**src/rtl/buscfg_lane_steer.sv**
```systemverilog
module buscfg_lane_steer #(
  parameter int BUS_W   = 16,
  parameter int RADDR_W = 5
) (
  input  logic               clk,
  input  logic               hw_rst_n,
  input  logic               soft_rst,
  input  logic               reg_wr,
  input  logic               reg_rd,
  input  logic [BUS_W-1:0]   reg_ad,
  input  logic [BUS_W/2-1:0] reg_wdata,
  output logic               fwd_wr,
  output logic               fwd_rd,
  output logic [RADDR_W-1:0] fwd_addr,
  output logic [BUS_W/2-1:0] fwd_wdata,
  output logic [BUS_W/2-1:0] cfg_q,
  output logic               cfg_pending,
  output logic               cfg_error,
  output logic [2:0]         ack_sel,
  input  logic               dma_rd_valid,
  input  logic               dma_rd_a0,
  input  logic [BUS_W-1:0]   dma_bus_in,
  output logic [BUS_W/2-1:0] rd_data,
  output logic               rd_valid,
  input  logic [BUS_W/2-1:0] dma_wr_data,
  output logic [BUS_W-1:0]   dma_bus_out
);
  localparam int LANE_W = BUS_W / 2;

  logic               take_cfg;
  logic               swap_en, swap_sel, shift_right;
  logic [1:0]         ack_code;
  logic               pick_high;
  logic [LANE_W-1:0]  lane_byte;

  assign take_cfg    = cfg_pending && reg_wr;
  assign swap_en     = cfg_q[7];
  assign swap_sel    = cfg_q[6];
  assign ack_code    = cfg_q[2:1];
  assign shift_right = cfg_q[0];

  always_ff @(posedge clk or negedge hw_rst_n) begin
    if (!hw_rst_n) begin
      cfg_q       <= '0;
      cfg_pending <= 1'b1;
      cfg_error   <= 1'b0;
    end else if (take_cfg) begin
      cfg_q       <= reg_wdata;
      cfg_pending <= 1'b0;
      cfg_error   <= cfg_error | (reg_wdata[2:1] == 2'b10);
    end
  end

  assign fwd_wr    = reg_wr && !cfg_pending;
  assign fwd_rd    = reg_rd && !cfg_pending;
  assign fwd_wdata = reg_wdata;
  assign fwd_addr  = shift_right ? reg_ad[RADDR_W-1:0] : reg_ad[RADDR_W:1];

  always_comb begin
    unique case (ack_code)
      2'b00:   ack_sel = 3'b001;
      2'b01:   ack_sel = 3'b010;
      2'b11:   ack_sel = 3'b100;
      default: ack_sel = 3'b000;
    endcase
  end

  assign pick_high = swap_en && (swap_sel ? dma_rd_a0 : !dma_rd_a0);
  assign lane_byte = pick_high ? dma_bus_in[BUS_W-1:LANE_W] : dma_bus_in[LANE_W-1:0];

  always_ff @(posedge clk or negedge hw_rst_n) begin
    if (!hw_rst_n) begin
      rd_data  <= '0;
      rd_valid <= 1'b0;
    end else if (soft_rst) begin
      rd_data  <= '0;
      rd_valid <= 1'b0;
    end else begin
      rd_valid <= dma_rd_valid;
      if (dma_rd_valid) rd_data <= lane_byte;
    end
  end

  assign dma_bus_out = {dma_wr_data, dma_wr_data};
endmodule


```
**config.mk**
```make
export PLATFORM = sky130hd
export DESIGN_NAME = buscfg_lane_steer
export DESIGN_NICKNAME = d
export VERILOG_FILES = /design/src/rtl/buscfg_lane_steer.sv
export SDC_FILE = /design/constraint.sdc
export NUM_CORES = 1
export LEC_CHECK = 0
export BUFFER_PORTS_ARGS = -buffer_cell sky130_fd_sc_hd__buf_2
export CORE_ASPECT_RATIO = 0.7
export CORE_MARGIN = 2
export CORE_UTILIZATION = 35
export DETAILED_ROUTE_END_ITERATION = 7
export PLACE_DENSITY_LB_ADDON = 0.12
export SYNTH_ARGS = -nofsm -noshare
export SYNTH_HDL_FRONTEND = slang
export SYNTH_SLANG_ARGS = --single-unit
```
**constraint.sdc**
```tcl
create_clock -name clk -period 3.6 [get_ports clk]
set_input_delay 0.54 -clock clk [delete_from_list [all_inputs] [get_ports clk]]
set_output_delay 0.54 -clock clk [all_outputs]
set_load 0.02 [all_outputs]
```
---- Word-level counts from Yosys, hierarchy flattened ----
Index checks and enable logic that the tools add are counted.
word-level totals
  register bits after elaboration ......... 19
  input port bits ......................... 55
  output and inout bits ................... 53
  word-level logic and storage cells ...... 24
operators by class
  eq/ne operators ......................... 3
  muxes and demuxes ....................... 7
  bitwise logic cells ..................... 1
  reductions and logical operators ........ 8
operators by type and width
  kind                  number
  $mux W8               3
  $pmux W3 S3           1
  $mux W5               1
  $eq A2 B2 Y1 const B  2
  $logic_and A1 B1 Y1   4
  $eq A2 B1 Y1 const B  1
  $logic_not A1 Y1      2
  $logic_not A2 Y1      1
  $mux W1               2
  $reduce_bool A2 Y1    1
  $or A1 B1 Y1          1

---- Longest topological paths before layout ----
Gate-level depths: netlist (run 1).
  word-level depth ........................ 6
  gate-level depth with buffers ........... 4
  depth with buffers taken out ............ 3

---- Least setup slack after synthesis (run 1) ----
No wires, ideal clock.
  path kind ............................... reg2out
  from .................................... register cfg_q[0]
  to ...................................... output fwd_addr[0]
  arrival ................................. 1.083 ns
  path slack .............................. 1.977 ns
  stages on the path, launching flop included .. 3
  buffers on the path ..................... 1
  path through ............................ dfrtp_1 > clkbuf_1 > mux2_2
between the ends
  longest elaborated chain between the ends .. 1
RTL lines
  element                 RTL line  source
  from (decl)             16        output logic [BUS_W/2-1:0] cfg_q,
  from (signal assigned)  48        cfg_q <= reg_wdata;
  $mux W5                 57        assign fwd_addr = shift_right ? reg_ad[RADDR_W-1:0] : reg_ad[RADDR_W:1];
  to (decl)               14        output logic [RADDR_W-1:0] fwd_addr,
Every way passes these cells.

---- Worst setup path after layout (run 1) ----
Same ends and word-level chain as after synthesis.

==> out/qor.yml, run 1 <==
outcome: "finished clean"
hpwl_mm: 2.022
clockBufferDepth: 2
syn_area_per_cell_um2: 10.24
coreArea_um2: 2883
cp-start-kind: "flop"
cp_slowest_cell: "dfrtp_1"
die_h_um: 50.82
finalPower_uw: 450.2
power_density_nw_per_um2: 332.8
cts_inserted_buffers: 3
fill_cells: 296
crit_chain: "mux2_2, buf_2"
p_leak_nw: 0.7364
tightestPinTransition_ns: 0.4320
cts.repair.resized: 0
first_iter_violations: 23
grt_max_degree: 20
fin_tns_setup_ns: 0
ys_seq_area_frac: 0.4349
layout-drive-gt1-share: 0.5935
cts_root_buf: "clkbuf_8"
wire_per_inst_um: 13.09
slowest_delay_ns: 0.48
peakVddDrop_uv: 214.6
crit_fanout: 7
synth.top_cells.by_count: "24 x buf_4, 18 x dfrtp_1, 12 x mux2_2"
clock-sinks: 19
synth-seq-cells: 19
drc: 0
slew_viol_final: 0
cts_tree: "done"
yosysTopAreaCell: "dfrtp_1"
gr-usage-all-layers: 0.1430
max_freq_mhz: 556.6
multiInputGateArea_um2: 411.6
synth.area.top_cells: "dfrtp_1 41%, buf_4 16%, mux2_2 12%"
vias_per_cell: 4.743
htreeDepth: 1
first_pass_iters: 4
grt_pass1_wl_mm: 3.995
layout_min_cycle_time_ns: 1.797
worst_slack_ns: 1.803
die_width_um: 70.89
rows: 16
area_growth_pct: 23.40
diodes: 0
rsz0062_at_grt: "no"
cp-end-kind: "output pin"
holdBufCountCts: 0
fin_skew_ns: 0.003443
critPathRequiredTime_ns: 3.06
ant_nets: 0
arrival_ns: 1.26
hold_violations: 0
setup_viol: 0
fin_crit_sh: 0.4990
insertion_delay_ns: 0.25
slew_headroom: 0.7120
cts_setup_buffers: 0
first_global_vias: 860
cp_top_family: "flip-flops"
start_util: 0.3802
via_count: 906
overflow: 0
register_area_um2: 476.7
synth.cell_area_um2: 1096
synth_edf_count: 0
place.gp.congestion: 0.7775
wl_mm: 2.500
critPathBufInv: 1
ios: 108
fin_nets: 211
yosys_warnings: 0
stdcell_area_um2: 1353
antenna_found_initial: 0
dieArea_um2: 3602
ys_async_sr_fraction: 1.000
syn_inst: 107
synth_nets: 162
worstHoldPathType: "in2async"
synth_top_cell_area_share: 0.4110
clk_pin_slew_ns: 0.07
portBuffers: 73
synthFlopType: "dfrtp_1"
pre_cts_ws_ns: 2.002
post-synth-top-count-cell: "buf_4"
synthDistinctLibCells: 18
drv_cap: 0
place_area_um2: 1306
path_class: "reg2out"
[kinds of logic after synthesis]
logic type | synth area share
muxes | 0.1233
AOI/OAI and AO/OA | 0.1142
xor gates and xnor gates | 0.02969
and+or+nand+nor | 0.1085
DFF | 0.4349
buffers and inverters | 0.1895
[cell type report]
class	instances	area share
Inverter	2	0.005550
Tap cell	36	0.03330
Clock buffer	3	0.03053
Multi-Input combinational cell	57	0.3043
Sequential cell	19	0.3525
Clock inverter	1	0.003700
Timing Repair Buffer	73	0.2701
[layer usage]
| metal | share of wire | global-route usage | wire (um) | up-vias |
|---|---|---|---|---|
| li1 | - | - | - | 443 |
| met1 | 0.42 | 0.1754 | 1058 | 409 |
| met2 | 0.47 | 0.2336 | 1182 | 40 |
| met3 | 0.080 | 0.04734 | 199 | 14 |
| met4 | 0.024 | 0.05975 | 59 | 0 |
| met5 | 0 | 0 | 0 | - |
[worst register-to-register path, cell delays in order (launching register included)]
cell,delay [ns]
dfrtp_1,0.46
xnor2_2,0.38
nand3_1,0.13
a311oi_1,0.31
[cells in the final DEF, fill, tap and decap left out, drive strengths merged]
| master | count |
|---|---|
| clkbuf | 3 |
| buf | 73 |
| nand3 | 8 |
| xor2 | 1 |
| nor2b | 5 |
| clkinv | 1 |
| a311oi | 8 |
| nor2 | 9 |
| mux2 | 12 |
| dfrtp | 18 |
| o21ai | 9 |
| and2 | 1 |
| xnor2 | 1 |
| dfstp | 1 |
| a41o | 1 |
| inv | 2 |
| nand2 | 2 |
[worst paths after layout]
check / startpoint / endpoint / slack [ns] / depth (start not counted)
min in group clk: reg_wr / cfg_pending / 0.44 / 2
worst max register to register: cfg_q[6] / rd_data[3] / 2.21 / 3
worst max-delay path: cfg_q[0] / fwd_addr[0] / 1.80 / 2
max in group asynchronous: hw_rst_n / cfg_pending / 3.05 / 1
worst min-delay path: hw_rst_n / rd_data[0] / 0.22 / 1
worst min register to register: cfg_q[4] / cfg_q[4] / 0.50 / 1
[state kept, by name, indices dropped and copies added (netlist names)]
| register | flops |
|---|---|
| cfg_q | 8 |
| cfg_error | 1 |
| cfg_pending | 1 |
| rd_valid | 1 |
| rd_data | 8 |
[stage by stage]
| stage | cells | hold WS [ns] | util |
|---|---|---|---|
| final | 191 | 0.2202 | 0.4692 |
| after global routing | 191 | 0.2429 | 0.4692 |
| after detailed placement | 187 | 0.4925 | 0.4531 |
| after floorplan | 107 | 0.2444 | - |
| after CTS | 191 | 0.2302 | 0.4692 |
| after global placement | 187 | 0.4462 | 0.4531 |
[report_power, final]
group	internal [mW]	switching [mW]	leakage (nW)	total, mW
Sequential	0.220	0.00333	0.253	0.223
Combinational	0.0330	0.0483	0.458	0.0812
Clock	0.0768	0.0689	0.0255	0.146
Total	0.330	0.120	0.736	0.450
Note: power is estimated with default switching activity, not from simulation.
==> run 2: changes to the inputs <==
==> constraint.sdc (replaced) <==
create_clock -name clk -period 1.8 [get_ports clk]
set_input_delay 0.27 -clock clk [delete_from_list [all_inputs] [get_ports clk]]
set_output_delay 0.27 -clock clk [all_outputs]
set_load 0.02 [all_outputs]
==> run 2 against run 1 <==
Net effect: register-to-register slack lost 1.8 ns; critical endpoint unchanged; critical path type unchanged; global-route usage increased by 0.48 points; non-clock buffer count grew 1.
==> out/qor.yml, run 2 (synthesized netlist as in run 1, its figures left out) <==
max_freq_mhz: 651.8
final_common_cell: "buf_2"
grt_pass1_wl_mm: 4.077  # +2.1%
ios: 108  # unchanged
antenna_found_initial: 0  # unchanged
slew_headroom: 0.7017  # -0.01035
fill_cells: 278  # -6.1%
grt_util_met2: 0.2632  # +0.02960
finish.utilization: 0.4727  # +0.003472
min_delay_path_depth: 2
cp-start-kind: "flop"
p_leak_nw: 0.7405  # +0.57%
rsz0062_at_grt: "no"
worstHoldPathType: "in2reg"
largestRegisters: "cfg_q: 8 flops, rd_data: 8 flops"
cts_setup_buffers: 0  # unchanged
path_class: "reg2out"
r2r_cells: 3  # unchanged
busiest_layer: "met2"
ant_nets: 0  # unchanged
cts_tree: "done"
critPathRequiredTime_ns: 1.53  # -1.53 ns
insertion_delay_ns: 0.25  # about the same
layout-drive-gt1-share: 0.5897  # -0.003805
outcome: "finished clean"
crit_fanout: 7  # unchanged
area_growth_pct: 24.32
arrival_ns: 1.26  # about the same
first_global_vias: 894  # +4.0%
overflow: 0  # unchanged
wl_mm: 2.515  # +0.60%
cts_root_buf: "clkbuf_8"
cts.repair.resized: 0  # unchanged
grtUsageMet1: 0.1669  # -0.008563
first_pass_iters: 4  # unchanged
die_width_um: 70.89  # unchanged
die_h_um: 50.82  # unchanged
layout_min_cycle_time_ns: 1.534
portBuffers: 73  # unchanged
final_cell_mix: "73 x buf_2, 18 x dfrtp_1, 12 x mux2_2"
drv_cap: 0  # unchanged
fin_tns_setup_ns: 0  # unchanged
diodes: 0  # unchanged
drc: 0  # unchanged
slew_viol_final: 0  # unchanged
place.gp.congestion: 0.7689  # -1.1%
fin_skew_ns: 0.005204  # +0.001761 ns
fin_crit_sh: 0.8523
coreArea_um2: 2883  # unchanged
setup_viol: 0  # unchanged
clockBufferDepth: 2  # unchanged
tightestPinTransition_ns: 0.4475  # +0.01553 ns
grt_max_degree: 20  # unchanged
finalPower_uw: 897.4  # +99%
start_util: 0.3802  # unchanged
whs_ns: 0.1772  # -0.04307 ns
hpwl_mm: 2.009  # -0.67%
cts_inserted_buffers: 3  # unchanged
dieArea_um2: 3602  # unchanged
rows: 16  # unchanged
clk_pin_slew_ns: 0.07  # about the same
power_density_nw_per_um2: 658.6  # +98%
wire_per_inst_um: 13.10  # about the same
first_iter_violations: 20  # -13%
vias_per_cell: 4.745  # about the same
htreeDepth: 1  # unchanged
gr-usage-all-layers: 0.1478  # +0.004789
via_count: 911  # +0.55%
fin_nets: 212  # +0.47%
hold_violations: 0  # unchanged
peakVddDrop_uv: 353.2  # +65%
grt_util_met3: 0.05128  # +0.003945
clock-sinks: 19  # unchanged
cp-end-kind: "output pin"
-- run 2: changes by cell type in the layout (fill, tap and decap cells not counted) --
cell | before | now
dlygate4sd3_1 | 0 | 1
-- run 2: worst paths after layout --
check | start | slack [ns] | end
min reg2reg | cfg_error | 0.47 | cfg_error
max in group asynchronous | hw_rst_n | 0.96 | cfg_pending
min | reg_wr | 0.18 | cfg_pending
max | cfg_q[0] | 0.27 | fwd_addr[0]
max reg2reg | cfg_q[6] | 0.41 | rd_data[5]
min in group asynchronous | hw_rst_n | 0.50 | cfg_q[3]
-- run 2: layer usage --
metal  share of wire  up-vias  wire length [um]
met5               0        -                 0
met4           0.014        0                36
met3           0.080       10               201
met2            0.50       36              1266
met1            0.40      419              1011
li1                -      446                 -
-- run 2: layout make-up --
cell class | instances | area [um2] | share of cell area
inverter | 2 | 7.507 | 0.005510
clock buffer | 3 | 41.29 | 0.03030
tap | 36 | 45.04 | 0.03306
timing repair buffer | 74 | 375.4 | 0.2755
sequential | 19 | 476.7 | 0.3499
clock inverter | 1 | 5.005 | 0.003673
multi-input combinational | 57 | 411.6 | 0.3021
-- run 2: repair_timing --
action | in CTS | in global routing
hold buffers | 1 | 0
endpoints found under the hold margin | 18 | 0
setup endpoints to repair | 0 | 0
-- run 2: power by group --
part / switching [mW] / internal [mW] / total [mW]
Sequential: 0.00633 / 0.440 / 0.446
Combinational: 0.0974 / 0.0674 / 0.165
Clock: 0.133 / 0.153 / 0.286
-- run 2: critical path, cell delays in order, from the launching register on --
cell,delay [ns]
dfrtp_1,0.48
mux2_2,0.37
buf_2,0.16
-- run 2: per-stage QoR --
step | setup WS (ns) | area (um2) | cells
after floorplan | 0.4471 | 1096 | 107
after global placement | 0.4562 | 1306 | 187
after detailed placement | 0.4078 | 1306 | 187
after CTS | 0.2580 | 1363 | 192
after global routing | 0.1829 | 1363 | 192
final | 0.2658 | 1363 | 192
